==> src/rtl/zs_pkg.sv <==
package zs_pkg;
  typedef enum logic [1:0] {
    MODE_DROP = 2'b00,
    MODE_ZS   = 2'b01,
    MODE_FULL = 2'b10,
    MODE_BAD  = 2'b11
  } rd_mode_e;
endpackage

==> src/rtl/zs_fir_acc.sv <==
module zs_fir_acc #(
  parameter int N_SAMP = 10,
  parameter int SAMP_W = 12,
  parameter int COEF_W = 12,
  parameter int SIDX_W = 4,
  parameter int ACC_W  = 29
) (
  input  logic                       clk_i,
  input  logic                       rst_ni,
  input  logic                       samp_valid_i,
  input  logic [SAMP_W-1:0]          samp_i,
  input  logic [SIDX_W-1:0]          samp_idx_i,
  input  logic [N_SAMP*COEF_W-1:0]   weights_i,
  output logic signed [ACC_W-1:0]    sum_o
);
  localparam int PROD_W = COEF_W + SAMP_W + 1;

  logic signed [COEF_W-1:0] w_arr [N_SAMP];
  logic signed [PROD_W-1:0] prod;
  logic signed [ACC_W-1:0]  acc_q;

  for (genvar g = 0; g < N_SAMP; g++) begin : g_w
    assign w_arr[g] = weights_i[g*COEF_W +: COEF_W];
  end

  assign prod  = PROD_W'(w_arr[samp_idx_i]) * PROD_W'($signed({1'b0, samp_i}));
  // running sum restarts on the first sample of each crystal
  assign sum_o = ((samp_idx_i == '0) ? '0 : acc_q) + ACC_W'(prod);

  always_ff @(posedge clk_i or negedge rst_ni) begin
    if (!rst_ni)           acc_q <= '0;
    else if (samp_valid_i) acc_q <= sum_o;
  end
endmodule

==> src/rtl/zs_tower_ctrl.sv <==
module zs_tower_ctrl
  import zs_pkg::*;
#(
  parameter int N_SAMP = 10,
  parameter int N_XTAL = 25,
  parameter int ACC_W  = 29,
  parameter int SIDX_W = 4,
  parameter int XIDX_W = 5,
  parameter int CNT_W  = 5
) (
  input  logic                    clk_i,
  input  logic                    rst_ni,
  input  logic                    mode_valid_i,
  input  logic [1:0]              mode_i,
  input  logic                    samp_valid_i,
  input  logic signed [ACC_W-1:0] sum_i,
  input  logic [ACC_W-1:0]        thresh_i,
  output logic [SIDX_W-1:0]       samp_idx_o,
  output logic [XIDX_W-1:0]       xtal_idx_o,
  output logic                    xtal_done_o,
  output logic                    keep_o,
  output rd_mode_e                mode_o,
  output logic                    eot_valid_o,
  output logic [CNT_W-1:0]        eot_count_o,
  output logic                    err_code_o,
  output logic                    err_nomode_o
);
  logic [SIDX_W-1:0] samp_idx_q;
  logic [XIDX_W-1:0] xtal_idx_q;
  logic [CNT_W-1:0]  cnt_q;
  logic              pend_q;
  rd_mode_e          pend_mode_q, tower_mode_q, first_mode;
  logic              last_s, last_x, first_smp;

  assign last_s      = samp_idx_q == SIDX_W'(N_SAMP - 1);
  assign last_x      = xtal_idx_q == XIDX_W'(N_XTAL - 1);
  assign first_smp   = samp_valid_i && (samp_idx_q == '0) && (xtal_idx_q == '0);
  assign xtal_done_o = samp_valid_i && last_s;
  assign samp_idx_o  = samp_idx_q;
  assign xtal_idx_o  = xtal_idx_q;
  assign mode_o      = tower_mode_q;

  always_comb begin
    if (!pend_q || pend_mode_q == MODE_BAD) first_mode = MODE_FULL;
    else                                    first_mode = pend_mode_q;
  end

  assign keep_o = xtal_done_o &&
                  ((tower_mode_q == MODE_FULL) ||
                   ((tower_mode_q == MODE_ZS) && (sum_i >= $signed(thresh_i))));

  always_ff @(posedge clk_i or negedge rst_ni) begin
    if (!rst_ni) begin
      samp_idx_q <= '0;
      xtal_idx_q <= '0;
    end else if (samp_valid_i) begin
      if (last_s) begin
        samp_idx_q <= '0;
        xtal_idx_q <= last_x ? '0 : xtal_idx_q + 1'b1;
      end else begin
        samp_idx_q <= samp_idx_q + 1'b1;
      end
    end
  end

  // a mode strobed with a first sample belongs to the following tower
  always_ff @(posedge clk_i or negedge rst_ni) begin
    if (!rst_ni) begin
      pend_q       <= 1'b0;
      pend_mode_q  <= MODE_FULL;
      tower_mode_q <= MODE_FULL;
      err_code_o   <= 1'b0;
      err_nomode_o <= 1'b0;
    end else begin
      err_code_o   <= first_smp && pend_q && (pend_mode_q == MODE_BAD);
      err_nomode_o <= first_smp && !pend_q;
      if (first_smp) tower_mode_q <= first_mode;
      if (mode_valid_i) begin
        pend_q      <= 1'b1;
        pend_mode_q <= rd_mode_e'(mode_i);
      end else if (first_smp) begin
        pend_q <= 1'b0;
      end
    end
  end

  always_ff @(posedge clk_i or negedge rst_ni) begin
    if (!rst_ni) begin
      cnt_q       <= '0;
      eot_valid_o <= 1'b0;
      eot_count_o <= '0;
    end else begin
      eot_valid_o <= xtal_done_o && last_x;
      if (xtal_done_o) begin
        if (last_x) begin
          cnt_q       <= '0;
          eot_count_o <= cnt_q + CNT_W'(keep_o);
        end else begin
          cnt_q <= cnt_q + CNT_W'(keep_o);
        end
      end
    end
  end

  p_eot_bound_r6: assert property (@(posedge clk_i) disable iff (!rst_ni)
    eot_valid_o |-> (eot_count_o <= CNT_W'(N_XTAL)));

  p_eot_single_r6: assert property (@(posedge clk_i) disable iff (!rst_ni)
    eot_valid_o |=> !eot_valid_o);

  p_drop_zero_r1: assert property (@(posedge clk_i) disable iff (!rst_ni)
    (eot_valid_o && tower_mode_q == MODE_DROP) |-> (eot_count_o == '0));

  p_code_pulse_r7: assert property (@(posedge clk_i) disable iff (!rst_ni)
    err_code_o |=> !err_code_o);

  p_nomode_pulse_r8: assert property (@(posedge clk_i) disable iff (!rst_ni)
    err_nomode_o |=> !err_nomode_o);
endmodule

==> src/rtl/zs_xtal_buf.sv <==
module zs_xtal_buf #(
  parameter int N_SAMP = 10,
  parameter int SAMP_W = 12,
  parameter int SIDX_W = 4,
  parameter int XIDX_W = 5
) (
  input  logic              clk_i,
  input  logic              rst_ni,
  input  logic              samp_valid_i,
  input  logic [SAMP_W-1:0] samp_i,
  input  logic [SIDX_W-1:0] samp_idx_i,
  input  logic              xtal_done_i,
  input  logic              keep_i,
  input  logic [XIDX_W-1:0] xtal_idx_i,
  output logic              out_valid_o,
  output logic [XIDX_W-1:0] out_xtal_o,
  output logic [SAMP_W-1:0] out_data_o
);
  localparam int MEM_N = 2 ** (SIDX_W + 1);

  logic [SAMP_W-1:0] mem_q [MEM_N];
  logic              wr_bank_q, rd_bank_q, act_q;
  logic [SIDX_W-1:0] beat_q;
  logic [XIDX_W-1:0] idx_q;

  always_ff @(posedge clk_i) begin
    if (samp_valid_i) mem_q[{wr_bank_q, samp_idx_i}] <= samp_i;
  end

  // bank written by the next crystal is never the one being replayed
  always_ff @(posedge clk_i or negedge rst_ni) begin
    if (!rst_ni) begin
      wr_bank_q <= 1'b0;
      rd_bank_q <= 1'b0;
      act_q     <= 1'b0;
      beat_q    <= '0;
      idx_q     <= '0;
    end else if (xtal_done_i) begin
      wr_bank_q <= ~wr_bank_q;
      rd_bank_q <= wr_bank_q;
      act_q     <= keep_i;
      beat_q    <= '0;
      idx_q     <= xtal_idx_i;
    end else if (act_q) begin
      if (beat_q == SIDX_W'(N_SAMP - 1)) act_q <= 1'b0;
      else                               beat_q <= beat_q + 1'b1;
    end
  end

  assign out_valid_o = act_q;
  assign out_xtal_o  = idx_q;
  assign out_data_o  = mem_q[{rd_bank_q, beat_q}];

  p_burst_r5: assert property (@(posedge clk_i) disable iff (!rst_ni)
    (act_q && beat_q != SIDX_W'(N_SAMP - 1)) |=> act_q);

  p_no_overlap_r4: assert property (@(posedge clk_i) disable iff (!rst_ni)
    xtal_done_i |-> (!act_q || beat_q == SIDX_W'(N_SAMP - 1)));
endmodule

==> src/rtl/zs_input_channel.sv <==
module zs_input_channel
  import zs_pkg::*;
#(
  parameter int N_SAMP = 10,
  parameter int N_XTAL = 25,
  parameter int SAMP_W = 12,
  parameter int COEF_W = 12,
  localparam int SIDX_W = $clog2(N_SAMP),
  localparam int XIDX_W = $clog2(N_XTAL),
  localparam int CNT_W  = $clog2(N_XTAL + 1),
  localparam int ACC_W  = COEF_W + SAMP_W + 1 + $clog2(N_SAMP)
) (
  input  logic                     clk_i,
  input  logic                     rst_ni,
  input  logic                     mode_valid_i,
  input  logic [1:0]               mode_i,
  input  logic                     samp_valid_i,
  input  logic [SAMP_W-1:0]        samp_i,
  input  logic [N_SAMP*COEF_W-1:0] weights_i,
  input  logic [ACC_W-1:0]         thresh_i,
  output logic                     out_valid_o,
  output logic [XIDX_W-1:0]        out_xtal_o,
  output logic [SAMP_W-1:0]        out_data_o,
  output logic                     eot_valid_o,
  output logic [CNT_W-1:0]         eot_count_o,
  output logic                     err_code_o,
  output logic                     err_nomode_o
);
  logic signed [ACC_W-1:0] sum;
  logic [SIDX_W-1:0]       samp_idx;
  logic [XIDX_W-1:0]       xtal_idx;
  logic                    xtal_done, keep;
  rd_mode_e                tower_mode;

  zs_tower_ctrl #(
    .N_SAMP(N_SAMP), .N_XTAL(N_XTAL), .ACC_W(ACC_W),
    .SIDX_W(SIDX_W), .XIDX_W(XIDX_W), .CNT_W(CNT_W)
  ) u_ctrl (
    .clk_i, .rst_ni, .mode_valid_i, .mode_i, .samp_valid_i,
    .sum_i(sum), .thresh_i,
    .samp_idx_o(samp_idx), .xtal_idx_o(xtal_idx), .xtal_done_o(xtal_done),
    .keep_o(keep), .mode_o(tower_mode),
    .eot_valid_o, .eot_count_o, .err_code_o, .err_nomode_o
  );

  zs_fir_acc #(
    .N_SAMP(N_SAMP), .SAMP_W(SAMP_W), .COEF_W(COEF_W),
    .SIDX_W(SIDX_W), .ACC_W(ACC_W)
  ) u_fir (
    .clk_i, .rst_ni, .samp_valid_i, .samp_i, .samp_idx_i(samp_idx),
    .weights_i, .sum_o(sum)
  );

  zs_xtal_buf #(
    .N_SAMP(N_SAMP), .SAMP_W(SAMP_W), .SIDX_W(SIDX_W), .XIDX_W(XIDX_W)
  ) u_buf (
    .clk_i, .rst_ni, .samp_valid_i, .samp_i, .samp_idx_i(samp_idx),
    .xtal_done_i(xtal_done), .keep_i(keep), .xtal_idx_i(xtal_idx),
    .out_valid_o, .out_xtal_o, .out_data_o
  );

  p_drop_silent_r1: assert property (@(posedge clk_i) disable iff (!rst_ni)
    (xtal_done && tower_mode == MODE_DROP) |=> !out_valid_o);

  p_full_emit_r2: assert property (@(posedge clk_i) disable iff (!rst_ni)
    (xtal_done && tower_mode == MODE_FULL) |=> (out_valid_o && out_xtal_o == $past(xtal_idx)));
endmodule

==> config.mk <==
export PLATFORM = sky130hd
export DESIGN_NAME = zs_input_channel
export DESIGN_NICKNAME = d
export VERILOG_FILES = /design/src/rtl/zs_pkg.sv /design/src/rtl/zs_fir_acc.sv /design/src/rtl/zs_tower_ctrl.sv /design/src/rtl/zs_xtal_buf.sv /design/src/rtl/zs_input_channel.sv
export SDC_FILE = /design/constraint.sdc
export NUM_CORES = 1
export LEC_CHECK = 0
export BUFFER_PORTS_ARGS = -buffer_cell sky130_fd_sc_hd__buf_4
export CAP_MARGIN = 20
export CORE_UTILIZATION = 66
export CTS_CLUSTER_SIZE = 12
export DETAILED_ROUTE_END_ITERATION = 6
export PLACE_DENSITY = 0.86
export REMOVE_ABC_BUFFERS = 1
export SLEW_MARGIN = 5
export SYNTH_ARGS = -nofsm -noshare
export SYNTH_HDL_FRONTEND = slang
export SYNTH_SLANG_ARGS = --single-unit
==> constraint.sdc <==
create_clock -name clk_i -period 18.45 [get_ports clk_i]
set_clock_uncertainty 0.2 [all_clocks]
set_input_delay 0.9225 -clock clk_i [delete_from_list [all_inputs] [get_ports clk_i]]
set_output_delay 0.9225 -clock clk_i [all_outputs]
set_load 0.05 [all_outputs]
==> results of run 1 <==
critical path: cells and delay by family, from the launching register on:
family | cells | cell delay (ns)
buf+inv | 4 | 0.22
compound gates | 17 | 3.49
fa+ha+maj | 10 | 3.73
flops | 1 | 0.96
simple gates | 12 | 3.09
xor+xnor | 1 | 0.20
mux | 1 | 0.39
area by class of cell:
type	instances	area (sq um)	area share (%)
multi-input cells	1127	11500	39.2
clock buffers	73	1320	4.48
flip-flops and latches	452	13200	45.1
repair buffers	239	1830	6.21
clock inverters	12	111	0.379
inverters	193	724	2.47
well taps	518	648	2.21
synth_stat cells, types with 8 or more instances:
master,instances,area share (%)
a21o_1,19,0.55
a21oi_1,53,1.0
a22oi_1,11,0.32
a31oi_1,8,0.19
and2_1,49,1.2
buf_1,11,0.16
clkbuf_1,68,0.99
dfrtp_1,66,6.4
edfxtp_1,384,45
fa_1,102,7.9
ha_1,135,6.5
inv_1,193,2.8
mux2_2,38,1.7
mux2i_1,15,0.58
mux4_2,144,13
nand2_1,158,2.3
nand2b_1,11,0.27
nand3_1,22,0.43
nand4_1,18,0.44
nor2_1,84,1.2
nor2b_1,30,0.73
nor3_1,12,0.23
o21a_1,11,0.32
o21ai_0,50,0.97
or2_2,9,0.22
xnor2_1,35,1.2
xor2_1,14,0.47
sequential cells by signal, summed over array words and instances (netlist names), 2 cells and up:
register	flops
u_ctrl.cnt_q	5
u_buf.mem_q	384
u_buf.out_xtal_o	5
u_ctrl.pend_mode_q	2
u_fir.acc_q	29
u_ctrl.xtal_idx_o	5
u_ctrl.eot_count_o	5
u_ctrl.samp_idx_o	4
u_buf.beat_q	4
u_ctrl.mode_o	2
metal layers:
metal,routed length (microns),global-route usage (%),vias to the layer above
li1,-,-,7207
met1,24300,45.7,8734
met2,36500,64.3,1249
met3,6860,6.97,329
met4,4730,20.9,6
met5,41,0,-
cell families after synthesis:
group	count (synthesis)	share of synthesized area [%]
simple gates	425	7.93
buf+inv	284	4.32
flops	452	51.2
xor+xnor	49	1.66
mux	197	14.8
compound gates	219	5.68
fa+ha+maj	237	14.4
worst max-delay path by stage:
stage / startpoint / to / slack, ns / depth (start not counted)
after global placement: u_ctrl.samp_idx_o[0] / u_ctrl.cnt_q[4] / 6.61 / 45
after floorplan: u_ctrl.samp_idx_o[0] / u_ctrl.cnt_q[4] / 7.28 / 42
final: u_ctrl.samp_idx_o[3] / u_ctrl.cnt_q[4] / 6.01 / 45
after CTS: u_ctrl.samp_idx_o[0] / u_ctrl.cnt_q[4] / 6.01 / 45
after detailed placement: u_ctrl.samp_idx_o[0] / u_ctrl.cnt_q[4] / 6.05 / 45
after global routing: u_ctrl.samp_idx_o[3] / u_ctrl.cnt_q[4] / 5.15 / 45
through the flow:
stage               utilization, %  std cells
detailed placement            72.0       2513
global placement              71.7       2501
floorplan                        -       1772
finish                        76.0       2614
global route                  76.0       2614
CTS                           75.6       2598
==> summary.md, run 1 <==
| Metric | Value |
|---|---|
| Status | finished, final reports clean |
| Max Cap Violations | 0 |
| Post-synth EDFFs | between 300 and 400 |
| HP Start | u_ctrl.pend_q |
| Gr ovfl total | 0 |
| Clock transition at path regs | roughly 0.070 ns |
| HP Class | reg2reg |
| H-Tree Depth | 2 |
| CP Max Fanout | 21 |
| Share of cells above drive strength 1 | roughly 24% |
| Critical R2R Launch | u_ctrl.samp_idx_o[3] |
| Vias | 17500 |
| Largest net degree at the start of global routing | 73 |
| Post-CTS setup buffer count | 0 |
| YS warnings | 0 |
| Synth Register Bits | approximately 450 |
| Clk_lat worst skew | 0.61 ns |
| Post-CTS Resized | 0 |
| IO Pins | approximately 190 |
| Num CTS Buffers | between 40 and 50 |
| Gate Count Post-Synth | between 1500 and 2000 |
| Final WS setup | 6.01 ns |
| Initial antenna violation count | 3 |
| Worst Tran Pin Value | about 1.2 ns |
| Max Freq | just over 80 MHz |
| Post-synthesis sequential area ratio | 51.2% |
| Filler cells | about 2200 |
| Area after DPL | 0.0278 sq mm |
| Worst path max stage delay | 0.96 ns |
| Row Count | 72 |
| Final instance area | 0.0294 sq mm |
| GR Util All Layers | 37.7% |
| Number of port buffers | 192 |
| Async set or reset register ratio after synthesis | roughly 15% |
| Post-Route WL | around 72000 microns |
| Dpl hpwl | 44900 microns |
| Top FF cell, synth | edfxtp_1 |
| Drt pass-1 iters | 7 |
| Die W | approximately 200 microns |
| Most frequent cells in the layout | edfxtp_1 (384), buf_4 (228), inv_1 (193), nand2_1 (158), mux4_2 (144) |
| Final ANT Viol Nets | 0 |
| Max transition margin | a little under a quarter |
| Drc violations | 0 |
| Crit end category | register |
| Nets | between 2000 and 2500 |
| Final TNS setup | 0 ns |
| Required @ worst endpoint | ~19 ns |
| Worst slack, placed | 6.05 ns |
| TritonCTS clock tree | yes |
| Library cells used by synthesis | 76 |
| Antenna Cells | 0 |
| First-pass GRT wire length | between 100000 and 150000 microns |
| Worst-case clock buffer depth | 3 |
| Clock Sinks | roughly 450 |
| DR iter-0 viols | between 1500 and 2000 |
| Wire length per cell | roughly 28 microns |
| Via density | 6.70 |
| Worst hold margin | ~0.28 ns |
| Max-slew violation count | 0 |
| Final Cycle Share | slightly below 70% |
| Startpoint Class | register |
| Clock Root Buffer | clkbuf_16 |
| FF-to-FF path depth | 45 |
| WP data arrival | approximately 13 ns |
| Hold Crit Depth | 1 |
| Syn avg cell area | 13.9 sq um |
| R2R Setup Slk | ~6.0 ns |
| Hold-fix buffers at CTS | 0 |
| Final Hold Viols | 0 |
| Die Span Y | around 200 microns |
| Area growth from synthesis to layout | 13.6% |
| Vias in the first global route | about 18000 |
| Initial core utilization | roughly two thirds |
| Hold Path Sink | u_ctrl.err_nomode_o |
| Mapped cell area | approximately 0.026 sq mm |
| Highest-delay cell along the critical path | dfrtp_1 |
| Final setup violating endpoints | 0 |
| WS Path Type | reg2reg |
| Unrepaired setup endpoints after global routing | false |
| R2r endpoint | u_ctrl.cnt_q[4] |
| Final min period | about 12 ns |
| GPL Wtd Cong | roughly 0.88 |
| Die area | around 0.04 sq mm |
| Most common cell after layout, fill and taps aside | edfxtp_1 |
| Core ar. | 0.0386 sq mm |
Power of run 1 is not shown: default switching activity piles up to over one toggle a cycle in this logic, so the estimate is an artifact.
==> run 2: changes to the inputs <==
--- a/config.mk
+++ b/config.mk
@@ -7,10 +7,10 @@
 export LEC_CHECK = 0
 export BUFFER_PORTS_ARGS = -buffer_cell sky130_fd_sc_hd__buf_4
 export CAP_MARGIN = 20
-export CORE_UTILIZATION = 66
+export CORE_UTILIZATION = 55
 export CTS_CLUSTER_SIZE = 12
 export DETAILED_ROUTE_END_ITERATION = 6
-export PLACE_DENSITY = 0.86
+export PLACE_DENSITY = 0.77
 export REMOVE_ABC_BUFFERS = 1
 export SLEW_MARGIN = 5
 export SYNTH_ARGS = -nofsm -noshare
==> constraint.sdc (replaced) <==
create_clock -name clk_i -period 10.53 [get_ports clk_i]
set_clock_uncertainty 0.2 [all_clocks]
set_input_delay 0.5265 -clock clk_i [delete_from_list [all_inputs] [get_ports clk_i]]
set_output_delay 0.5265 -clock clk_i [all_outputs]
set_load 0.05 [all_outputs]
==> summary.md, run 2 (synthesis results as in run 1) <==
| Metric | Value |
|---|---|
| Status | complete, but fails checks |
| Failing checks | setup timing |
| Initial core utilization | 55.7% |
| Core ar. | approximately 0.046 sq mm |
| Gr ovfl total | 0 |
| Biggest regs | u_buf.mem_q x384, u_fir.acc_q x29 |
| IO Pins | 193 |
| Area growth from synthesis to layout | 20.1% |
| WS Path Type | reg2reg |
| Worst Tran Pin Value | 1.15 ns |
| Die area | about 0.048 sq mm |
| Row Count | 79 |
| CP Max Fanout | 10 |
| Number of port buffers | 192 |
| WP data arrival | around 11 ns |
| Largest net degree at the start of global routing | slightly below 70 |
| Most flop-heavy register | u_buf.mem_q |
| Routing usage on met2 | between 40% and 50% |
| HP Class | in2reg |
| Most frequent cells in the layout | edfxtp_1 (384), buf_4 (342), inv_1 (188), nand2_1 (152), mux4_2 (144) |
| H-Tree Depth | 2 |
| Final min period | about 11 ns |
| Clock transition at path regs | ~0.06 ns |
| Final ANT Viol Nets | 0 |
| Crit end category | register |
| Max Freq | roughly 95 MHz |
| Initial antenna violation count | 1 |
| Worst path max stage delay | approximately 0.55 ns |
| GR Util All Layers | 27.4% |
| Max-slew violation count | 0 |
| GPL Wtd Cong | between 0.9 and 1 |
| GR Util met3 | a little under 4% |
| Share of cells above drive strength 1 | about a third |
| Max transition margin | a little under a quarter |
| Drt pass-1 iters | 5 |
| Max reg flops | 384 |
| Unrepaired setup endpoints after global routing | true |
| Buf+Inv Stages, Crit Path | 9 |
| Final WS setup | -0.0368 ns |
| Required @ worst endpoint | between 10 and 15 ns |
| Clock Root Buffer | clkbuf_16 |
| Clk_lat worst skew | 0.58 ns |
| First-pass GRT wire length | about 98000 microns |
| Nets | 2592 |
| Final Hold Viols | 0 |
| Clock Sinks | approximately 450 |
| Max Cap Violations | 0 |
| Area after DPL | around 0.029 sq mm |
| Die W | 219 microns |
| Final Util | between 60% and 70% |
| Die Span Y | between 200 and 250 microns |
| Num CTS Buffers | 46 |
| Vias in the first global route | 17400 |
| Via density | between 6 and 7 |
| Dpl hpwl | roughly 44000 microns |
| Most common cell after layout, fill and taps aside | edfxtp_1 |
| Gr busiest metal | met2 |
| Final instance area | ~0.031 sq mm |
| Crit path max-delay family | adder cells |
| DR iter-0 viols | between 1000 and 1500 |
| Wire length per cell | approximately 23 microns |
| Drc violations | 0 |
| Final setup violating endpoints | 2 |
| Startpoint Class | register |
| Cell mode on critical path | fa_1 |
| Highest-delay cell along the critical path | fa_1 |
| Met1 Usage GRT | between 30% and 40% |
| Vias | approximately 17000 |
| TritonCTS clock tree | yes |
| Worst-case clock buffer depth | 3 |
| Final Cycle Share | 100% |
| Post-Route WL | around 66000 microns |
[run 2: cell types whose count changed in the layout (fill, tap and decap cells not counted), sizes merged, moves of 2 or more]
cell,before,now
clkinv,8,5
buf,239,363
bufinv,0,2
clkbuf,73,70
clkinvlp,2,0
dlygate4sd3,0,4
[run 2: worst paths after layout]
kind,slack [ns],startpoint,cells past startpoint,endpoint
max,-0.04,u_ctrl.samp_idx_o[0],46,u_ctrl.cnt_q[4]
min,0.19,samp_i[0],1,u_buf.mem_q[2][0]
max reg2reg,-0.04,u_ctrl.samp_idx_o[0],46,u_ctrl.cnt_q[4]
min reg2reg,0.30,u_ctrl.cnt_q[0],2,u_ctrl.cnt_q[0]
max in group asynchronous,8.95,rst_ni,2,u_buf.beat_q[0]
min in group asynchronous,0.39,rst_ni,2,u_fir.acc_q[23]
[run 2: per-stage QoR]
| step | hold slack, ns | setup TNS (ns) | cells | worst slack (ns) |
|---|---|---|---|---|
| after floorplan | 0.0309 | -4.70 | 1772 | -0.642 |
| after global placement | 0.257 | -0.0562 | 2681 | -0.0562 |
| after detailed placement | 0.271 | -2.02 | 2689 | -0.381 |
| after CTS | 0.150 | 0 | 2778 | 0.00332 |
| after global routing | 0.162 | -1.72 | 2827 | -0.360 |
| final | 0.186 | -0.0571 | 2827 | -0.0368 |
[run 2: area by class of cell]
class,instances,area (sq um)
clock inverters,9,120
multi-input cells,1127,12000
inverters,193,724
repair buffers,368,2890
diodes,1,2.50
flip-flops and latches,452,13200
fillers,3149,15400
well taps,607,759
clock buffers,70,1290
[run 2: per-layer routing]
metal | up-vias | part of all wire (%)
li1 | 7474 | -
met1 | 8738 | 39
met2 | 743 | 51
met3 | 151 | 6.7
met4 | 0 | 3.3
met5 | - | 0
[run 2: timing repair]
action                                  CTS  global route
resized for setup                        32           109
cloned                                    0             2
endpoints found under the setup margin    9            10
hold buffers                              4             0
buffers inserted                          6            28
hold endpoints to repair                 69             0
pin swaps                                19            43
Power of run 2 is left out for the same reason.
==> run 3: changes to the inputs <==
--- a/config.mk
+++ b/config.mk
@@ -7,10 +7,10 @@
 export LEC_CHECK = 0
 export BUFFER_PORTS_ARGS = -buffer_cell sky130_fd_sc_hd__buf_4
 export CAP_MARGIN = 20
-export CORE_UTILIZATION = 55
+export CORE_UTILIZATION = 35
+export CTS_CLUSTER_DIAMETER = 80
 export CTS_CLUSTER_SIZE = 12
 export DETAILED_ROUTE_END_ITERATION = 6
-export PLACE_DENSITY = 0.77
 export REMOVE_ABC_BUFFERS = 1
 export SLEW_MARGIN = 5
 export SYNTH_ARGS = -nofsm -noshare
==> summary.md, run 3 (synthesis results as in run 1) <==
| Metric | Value |
|---|---|
| Status | complete, but fails checks |
| Failing checks | DRC |
| Wire length per cell | roughly 21 microns |
| DR iter-0 viols | approximately 1300 |
| Num CTS Buffers | 45 |
| Gr ovfl total | 0 |
| GPL Wtd Cong | slightly below 0.9 |
| Area growth from synthesis to layout | 21.0% |
| GR Util All Layers | between 10% and 20% |
| Crit end category | register |
| Final Cycle Share | between 90% and 100% |
| Largest net degree at the start of global routing | between 60 and 70 |
| Share of cells above drive strength 1 | around a third |
| Max Cap Violations | 0 |
| Die area | about 0.075 sq mm |
| Required @ worst endpoint | ~11 ns |
| Final Hold Viols | 0 |
| Row Count | 99 |
| TritonCTS clock tree | yes |
| Drt pass-1 iters | 7 |
| Worst Tran Pin Value | approximately 1.1 ns |
| Highest Signal Layer | met5 |
| WS Path Type | reg2reg |
| Via density | between 5 and 6 |
| Worst-case clock buffer depth | 3 |
| First-pass GRT wire length | slightly above 100000 microns |
| Area after DPL | just under 0.03 sq mm |
| Highest-delay cell along the critical path | fa_1 |
| Max-slew violation count | 0 |
| Final min period | 10.38 ns |
| Filler cells | 6646 |
| Most common cell after layout, fill and taps aside | edfxtp_1 |
| Worst hold margin | ~0.27 ns |
| Vias in the first global route | between 15000 and 20000 |
| Most flop-heavy register | u_buf.mem_q |
| Nets | 2579 |
| WP data arrival | about 11 ns |
| Max reg flops | 384 |
| Drc violations | 48 |
| Post-Route WL | a little under 70000 microns |
| Initial antenna violation count | 6 |
| HP Class | in2reg |
| Unrepaired setup endpoints after global routing | true |
| Final instance area | between 0.03 and 0.04 sq mm |
| IO Pins | approximately 190 |
| Max Freq | about 96 MHz |
| Met3 WL | roughly 5100 microns |
| Worst path max stage delay | between 0.5 and 0.6 ns |
| CP Max Fanout | 9 |
| Clock Sinks | 452 |
| Dpl hpwl | 47600 microns |
| Routed wl met2 | around 32000 microns |
| Startpoint Class | register |
| Die W | 274 microns |
| Clk_lat worst skew | 0.58 ns |
| Final setup violating endpoints | 0 |
| Max transition margin | between 20% and 30% |
| Number of port buffers | ~190 |
| Final ANT Viol Nets | 0 |
| H-Tree Depth | 2 |
| Core ar. | approximately 0.073 sq mm |
| Biggest regs | u_buf.mem_q x384, u_fir.acc_q x29 |
| Clock Root Buffer | clkbuf_16 |
| Met1 WL | around 29000 microns |
| Die Span Y | approximately 270 microns |
| Vias | 16500 |
| Clock transition at path regs | roughly 0.06 ns |
| Most frequent cells in the layout | edfxtp_1 (384), buf_4 (330), inv_1 (188), nand2_1 (156), mux4_2 (144) |
| Initial core utilization | 35.4% |
==> run 3: metrics by stage <==
step | instances | worst slack, ns | utilization (%) | setup TNS [ns]
detailed placement | 3048 | -0.574 | 39.9 | -4.09
global placement | 3031 | -0.468 | 39.7 | -2.64
finish | 3163 | 0.147 | 42.8 | 0
CTS | 3136 | 0.00792 | 42.0 | 0
floorplan | 1772 | -0.642 | - | -4.70
global route | 3161 | -0.305 | 42.8 | -1.92
==> run 3: final timing paths <==
path,from,end,slack [ns],depth (start not counted)
max,u_ctrl.samp_idx_o[0],u_ctrl.cnt_q[2],0.15,49
max in group asynchronous,rst_ni,u_buf.beat_q[0],9.19,3
min reg2reg,u_buf.out_xtal_o[2],u_buf.out_xtal_o[2],0.28,2
min,samp_i[2],u_buf.mem_q[30][2],0.27,1
max reg2reg,u_ctrl.samp_idx_o[0],u_ctrl.cnt_q[2],0.15,49
min in group asynchronous,rst_ni,u_fir.acc_q[25],0.29,2
==> run 3: layout make-up <==
| type | instances | area [sq um] | area share (%) |
|---|---|---|---|
| Tap cell | 959 | 1200 | 3.84 |
| Timing Repair Buffer | 356 | 2880 | 9.19 |
| Multi-Input combinational cell | 1127 | 12000 | 38.2 |
| Inverter | 193 | 724 | 2.32 |
| Clock inverter | 7 | 71.3 | 0.228 |
| Antenna cell | 2 | 5.00 | 0.0160 |
| Clock buffer | 67 | 1210 | 3.86 |
| Sequential cell | 452 | 13200 | 42.3 |
==> run 3: what timing repair did <==
item                                    in CTS  in global routing
resized for setup                           31                 98
cloned                                       3                  2
hold buffers                                 4                  0
endpoints found under the setup margin      10                 10
setup buffers                                7                 23
pin swaps                                   17                 67
endpoints found under the hold margin       69                  0
==> run 3: critical path, delay by kind of cell (launching register included) <==
| family | cells | cell delay, ns |
|---|---|---|
| XOR/XNOR | 1 | 0.11 |
| multiplexers | 3 | 0.93 |
| flip-flops | 1 | 0.42 |
| AO/OA/AOI/OAI | 17 | 2.74 |
| AND/OR/NAND/NOR | 8 | 1.08 |
| adder cells (fa/ha/maj) | 10 | 3.57 |
| buffers and inverters | 10 | 1.24 |
==> run 3: layer usage <==
layer,up-vias,global-route usage (%)
met5,-,0
met3,123,4.83
met1,8454,23.8
li1,7443,-
met4,10,4.84
met2,513,28.8
Power of run 3 is left out for the same reason.
